<file path="src/rtl/casc_pkg.sv">
package casc_pkg;

  typedef enum logic [1:0] {
    PH_IDLE   = 2'd0,
    PH_FIRST  = 2'd1,
    PH_GAP    = 2'd2,
    PH_SECOND = 2'd3
  } ack_phase_e;

  // Next phase of the two-pulse acknowledge sequence.
  function automatic ack_phase_e next_phase(input ack_phase_e cur, input logic ack);
    ack_phase_e nxt;
    nxt = cur;
    case (cur)
      PH_IDLE:   if (ack)  nxt = PH_FIRST;
      PH_FIRST:  if (!ack) nxt = PH_GAP;
      PH_GAP:    if (ack)  nxt = PH_SECOND;
      PH_SECOND: if (!ack) nxt = PH_IDLE;
      default:   nxt = PH_IDLE;
    endcase
    return nxt;
  endfunction

endpackage

</file>
<file path="src/rtl/casc_ack_seq.sv">
module casc_ack_seq
  import casc_pkg::*;
(
  input  logic       clk,
  input  logic       rst_n,
  input  logic       ack,
  output ack_phase_e phase,
  output logic       open_evt,
  output logic       second_evt
);

  ack_phase_e phase_q;

  assign phase      = phase_q;
  assign open_evt   = (phase_q == PH_IDLE) && ack;
  assign second_evt = (phase_q == PH_GAP) && ack;

  always_ff @(posedge clk or negedge rst_n) begin
    if (!rst_n) phase_q <= PH_IDLE;
    else        phase_q <= next_phase(phase_q, ack);
  end


  open_to_first_chk: assert property (@(posedge clk) disable iff (!rst_n)
    open_evt |=> (phase == PH_FIRST));


  gap_to_second_chk: assert property (@(posedge clk) disable iff (!rst_n)
    second_evt |=> (phase == PH_SECOND));


  idle_no_skip_chk: assert property (@(posedge clk) disable iff (!rst_n)
    (phase == PH_IDLE) |=> (phase == PH_IDLE || phase == PH_FIRST));

endmodule

</file>
<file path="src/rtl/casc_master_drv.sv">
module casc_master_drv
  import casc_pkg::*;
#(
  parameter int ID_W = 3,
  localparam int N_IN = 1 << ID_W
) (
  input  logic            clk,
  input  logic            rst_n,
  input  logic            is_master,
  input  logic            open_evt,
  input  ack_phase_e      phase,
  input  logic            win_valid,
  input  logic [ID_W-1:0] win_idx,
  input  logic [N_IN-1:0] slave_map,
  output logic [ID_W-1:0] cas_out,
  output logic            cas_oe,
  output logic            self_vec
);

  function automatic logic slave_behind(input logic valid,
                                        input logic [ID_W-1:0] idx,
                                        input logic [N_IN-1:0] map);
    return valid && map[idx];
  endfunction

  logic            hit_q;
  logic [ID_W-1:0] id_q;
  logic            seq_open;

  assign seq_open = (phase != PH_IDLE);

  always_ff @(posedge clk or negedge rst_n) begin
    if (!rst_n) begin
      hit_q <= 1'b0;
      id_q  <= '0;
    end else if (open_evt) begin
      hit_q <= slave_behind(win_valid, win_idx, slave_map);
      id_q  <= win_idx;
    end
  end

  assign cas_oe   = is_master && seq_open && hit_q;
  assign cas_out  = cas_oe ? id_q : '0;
  assign self_vec = is_master && (phase == PH_SECOND) && !hit_q;


  id_hold_chk: assert property (@(posedge clk) disable iff (!rst_n)
    (cas_oe && $past(cas_oe)) |-> $stable(cas_out));


  idle_low_chk: assert property (@(posedge clk) disable iff (!rst_n)
    !cas_oe |-> (cas_out == '0));


  drive_or_self_chk: assert property (@(posedge clk) disable iff (!rst_n)
    !(cas_oe && self_vec));

endmodule

</file>
<file path="src/rtl/casc_slave_sel.sv">
module casc_slave_sel
  import casc_pkg::*;
#(
  parameter int ID_W = 3
) (
  input  logic            clk,
  input  logic            rst_n,
  input  logic            is_master,
  input  logic            second_evt,
  input  ack_phase_e      phase,
  input  logic [ID_W-1:0] cas_in,
  input  logic [ID_W-1:0] my_id,
  output logic            claim
);

  function automatic logic id_equal(input logic [ID_W-1:0] a,
                                    input logic [ID_W-1:0] b);
    return (a ^ b) == '0;
  endfunction

  logic match_q;

  always_ff @(posedge clk or negedge rst_n) begin
    if (!rst_n)          match_q <= 1'b0;
    else if (second_evt) match_q <= id_equal(cas_in, my_id);
  end

  assign claim = !is_master && (phase == PH_SECOND) && match_q;


  claim_in_second_chk: assert property (@(posedge clk) disable iff (!rst_n)
    claim |-> (phase == PH_SECOND));


  match_claims_chk: assert property (@(posedge clk) disable iff (!rst_n)
    (second_evt && !is_master && (cas_in == my_id)) |=> (claim || is_master));

endmodule

</file>
<file path="src/rtl/casc_link.sv">
module casc_link
  import casc_pkg::*;
#(
  parameter int ID_W = 3,
  localparam int N_IN = 1 << ID_W
) (
  input  logic            clk,
  input  logic            rst_n,
  input  logic            master_strap,
  input  logic            ack,
  input  logic            win_valid,
  input  logic [ID_W-1:0] win_idx,
  input  logic [N_IN-1:0] slave_map,
  input  logic [ID_W-1:0] my_id,
  input  logic [ID_W-1:0] cas_in,
  output logic [ID_W-1:0] cas_out,
  output logic            cas_oe,
  output logic            vec_oe
);

  ack_phase_e phase;
  logic       open_evt;
  logic       second_evt;
  logic       self_vec;
  logic       slave_claim;

  casc_ack_seq u_seq (
    .clk        (clk),
    .rst_n      (rst_n),
    .ack        (ack),
    .phase      (phase),
    .open_evt   (open_evt),
    .second_evt (second_evt)
  );

  casc_master_drv #(.ID_W(ID_W)) u_mdrv (
    .clk       (clk),
    .rst_n     (rst_n),
    .is_master (master_strap),
    .open_evt  (open_evt),
    .phase     (phase),
    .win_valid (win_valid),
    .win_idx   (win_idx),
    .slave_map (slave_map),
    .cas_out   (cas_out),
    .cas_oe    (cas_oe),
    .self_vec  (self_vec)
  );

  casc_slave_sel #(.ID_W(ID_W)) u_ssel (
    .clk        (clk),
    .rst_n      (rst_n),
    .is_master  (master_strap),
    .second_evt (second_evt),
    .phase      (phase),
    .cas_in     (cas_in),
    .my_id      (my_id),
    .claim      (slave_claim)
  );

  assign vec_oe = master_strap ? self_vec : slave_claim;


  slave_quiet_chk: assert property (@(posedge clk) disable iff (!rst_n)
    !master_strap |-> !cas_oe);


  vec_phase_chk: assert property (@(posedge clk) disable iff (!rst_n)
    vec_oe |-> (phase == PH_SECOND));

endmodule

</file>
<file path="config.mk">
export PLATFORM = sky130hd
export DESIGN_NAME = casc_link
export DESIGN_NICKNAME = d
export VERILOG_FILES = /design/src/rtl/casc_pkg.sv /design/src/rtl/casc_ack_seq.sv /design/src/rtl/casc_master_drv.sv /design/src/rtl/casc_slave_sel.sv /design/src/rtl/casc_link.sv
export SDC_FILE = /design/constraint.sdc
export NUM_CORES = 1
export LEC_CHECK = 0
export BUFFER_PORTS_ARGS = -buffer_cell sky130_fd_sc_hd__buf_2
export CAP_MARGIN = 20
export CORE_MARGIN = 4
export CORE_UTILIZATION = 25
export CTS_CLUSTER_DIAMETER = 60
export CTS_CLUSTER_SIZE = 10
export DETAILED_ROUTE_END_ITERATION = 10
export HOLD_SLACK_MARGIN = 0.12
export PLACE_DENSITY = 0.49
export SLEW_MARGIN = 10
export SYNTH_ARGS = -nofsm -noshare
export SYNTH_HDL_FRONTEND = slang
export SYNTH_SLANG_ARGS = --single-unit
export TNS_END_PERCENT = 50
</file>
<file path="constraint.sdc">
create_clock -name clk -period 4.7 [get_ports clk]
set_clock_uncertainty 0.15 [all_clocks]
set_input_delay 0.705 -clock clk [delete_from_list [all_inputs] [get_ports clk]]
set_output_delay 0.705 -clock clk [all_outputs]
set_load 0.01 [all_outputs]
</file>
==> out/qor.txt <==
status -> finished clean
final setup vio count -> 0
Vias -> 448
nets -> 104
Area Overhead vs Synth -> 41.5%
register area -> 175 um^2
CP startpoint kind -> register
Max rail drop VDD -> 208 uV
IO Count -> 27
r2r startpoint -> u_seq.phase[0]
Crit path required time -> 3.85 ns
average wire per standard cell -> 10.5 um
Synthesis Warnings -> 0
clock root buffer -> clkbuf_4
die span in y -> 51.7 um
Worst-Skew Late Latency -> 0.24 ns
Final Max Slew Viols -> 0
power density over the cells -> 421 nW/um^2
pin count of the biggest net entering global routing -> 8
crit path launch -> u_seq.phase[0]
Critical Path Sink Type -> output pin
maxcap violations -> 0
crit path to -> cas_out[0]
fillers -> 195
drt initial violations -> 2
row count -> 15
Core Util, Final -> 38.2%
worst-path maximum fanout -> 5
multi-input logic area -> 294 um^2
setup TNS -> 0 ns
Seq/Total Area, Yosys -> 36.7%
Final min period -> 2.37 ns
RSZ-0062 raised after global routing -> no
Synth cell types -> 19
dpl hpwl -> 950 um
worst path arrival time -> 1.51 ns
Worst R2R Path Depth -> 5
Worst-Margin Slew -> 0.395 ns
GPL Wtd Cong -> 0.710
Max Clock Freq -> 423 MHz
syn nets -> 72
Post-Route WL -> 1080 um
overflow left after global routing -> 0
Hold WC Path Type -> register to register
final worst-path cycle share -> 50.4%
n_diodes -> 0
DIE AREA -> 2670 um^2
proportion of layout cells with a drive suffix above 1 -> 39.0%
antenna violations before repair -> 0
vias per cell -> 4.39
clk sink count -> 7
core area -> 1760 um^2
GRT Total Usage -> 8.93%
Buffers on Ports -> 26
Pre-antenna DRT Iters -> 3
normalized max-slew margin -> 73.0%
R2R setup slack -> 3.11 ns
FF+latch count, synth -> 7
Starting Density -> 27.0%
Synth Cell Area -> 477 um^2
Final ANT Viol Nets -> 0
post-synthesis cell count -> 46
DRC viols -> 0
Leak -> 0.000353 uW
vias in the first global route -> 431
global-route wire length before repair -> 1710 um
floorplan die width -> 51.7 um
CTS tree -> built
Num CTS Buffers -> 3
H-tree depth -> 1
syn avg cell area -> 10.4 um^2
Hold Crit Start -> u_mdrv.id_q[2]
critical path class -> register to output pin
Clock Path Buffers -> 2
FF-to-FF End -> u_seq.phase[1]
Worst-path clk slew -> 0.05 ns
final hold violation count -> 0
[worst min path at each step]
| stage | endpoint | slack (ns) | cells after the start |
|---|---|---|---|
| 3_3_place_gp | u_mdrv.id_q[2] | 0.32 | 1 |
| 5_1_grt | u_mdrv.id_q[1] | 0.37 | 1 |
| 2_1_floorplan | u_mdrv.hit_q | 0.26 | 0 |
| 4_1_cts | u_mdrv.hit_q | 0.12 | 1 |
| 6_report | u_mdrv.id_q[2] | 0.33 | 1 |
| 3_5_place_dp | u_mdrv.id_q[2] | 0.32 | 1 |
[report_power, final]
part	total, uW	internal, uW	switching [uW]
sequential	108	89.8	18.6
combinational	122	61.0	60.8
clock	53.8	32.4	21.4
total	284	183	101
[cell usage in the layout (no fill, tap or decap)]
cell,count
nand2_1,6
o211a_1,1
dlygate4sd3_1,1
xor2_1,3
inv_1,2
o41ai_1,2
buf_2,26
nor2_1,3
a2111oi_0,1
mux2_2,1
nand3_1,1
and2_1,3
dfrtp_1,7
ha_1,4
mux4_1,1
o22ai_1,1
nor2b_1,2
clkbuf_1,1
nor3b_1,1
clkbuf_4,3
a21oi_1,2
mux2_1,4
nor3_1,1
[logic make-up (layout without fill, tap and decap cells)]
logic type	after synthesis	after routing	share of synthesized area [%]
flops	7	7	36.7
mux	6	6	17.3
simple gates	17	17	17.3
xor+xnor	3	3	5.51
buf+inv	2	33	1.58
fa+ha+maj	4	4	10.5
compound gates	7	7	11.0
[cell type report]
type,instances,area share [%]
Clock buffer,4,3.90
Inverter,2,1.11
Multi-Input combinational cell,37,43.6
Sequential cell,7,26.0
Tap cell,25,4.64
Timing Repair Buffer,27,20.8
[sequential cells by signal, summed over array words and instances, names as in the netlist]
register        count
u_mdrv.id_q         3
u_seq.phase         2
u_mdrv.hit_q        1
u_ssel.match_q      1
[per-layer routing]
metal / global-route usage (%) / share of wire [%] / vias up
met5: 0 / 0 / -
met1: 9.03 / 39 / 209
met4: 1.31 / 0 / 0
li1: - / - / 232
met2: 16.1 / 56 / 7
met3: 5.16 / 4.2 / 0
[critical path, stage by stage, from the launching register on]
cell	delay, ns
dfrtp_1	0.41
inv_1	0.08
ha_1	0.25
nor2_1	0.24
and2_1	0.16
buf_2	0.12
[what timing repair did]
action | CTS | global route
hold buffers | 0 | 1
endpoints found under the hold margin | 0 | 4
buffers inserted | 0 | 0
resized for setup | 0 | 0
[metrics by stage]
stage | instance area, um^2 | hold slack (ns) | worst slack [ns] | std cells | total power, uW
2_1_floorplan | 477 | 0.259 | 2.66 | 46 | 195
3_3_place_gp | 638 | 0.318 | 2.51 | 97 | 232
3_5_place_dp | 638 | 0.324 | 2.49 | 97 | 234
4_1_cts | 664 | 0.124 | 2.29 | 101 | 292
5_1_grt | 674 | 0.365 | 2.19 | 102 | 318
6_report | 674 | 0.330 | 2.33 | 102 | 284
[cell usage after synthesis]
library cell  n  area (um^2)
xor2_1        3         26.3
and2_1        3         18.8
inv_1         2         7.51
nor2_1        3         11.3
ha_1          4         50.1
o22ai_1       1         6.26
a21oi_1       2         10.0
nor3_1        1         5.00
o41ai_1       2         17.5
nor2b_1       2         12.5
mux2_1        4         45.0
a2111oi_0     1         8.76
o211a_1       1         10.0
dfrtp_1       7          175
mux2_2        1         11.3
mux4_1        1         26.3
nand3_1       1         5.00
nor3b_1       1         7.51
nand2_1       6         22.5
(Power assumes the default switching activity.)
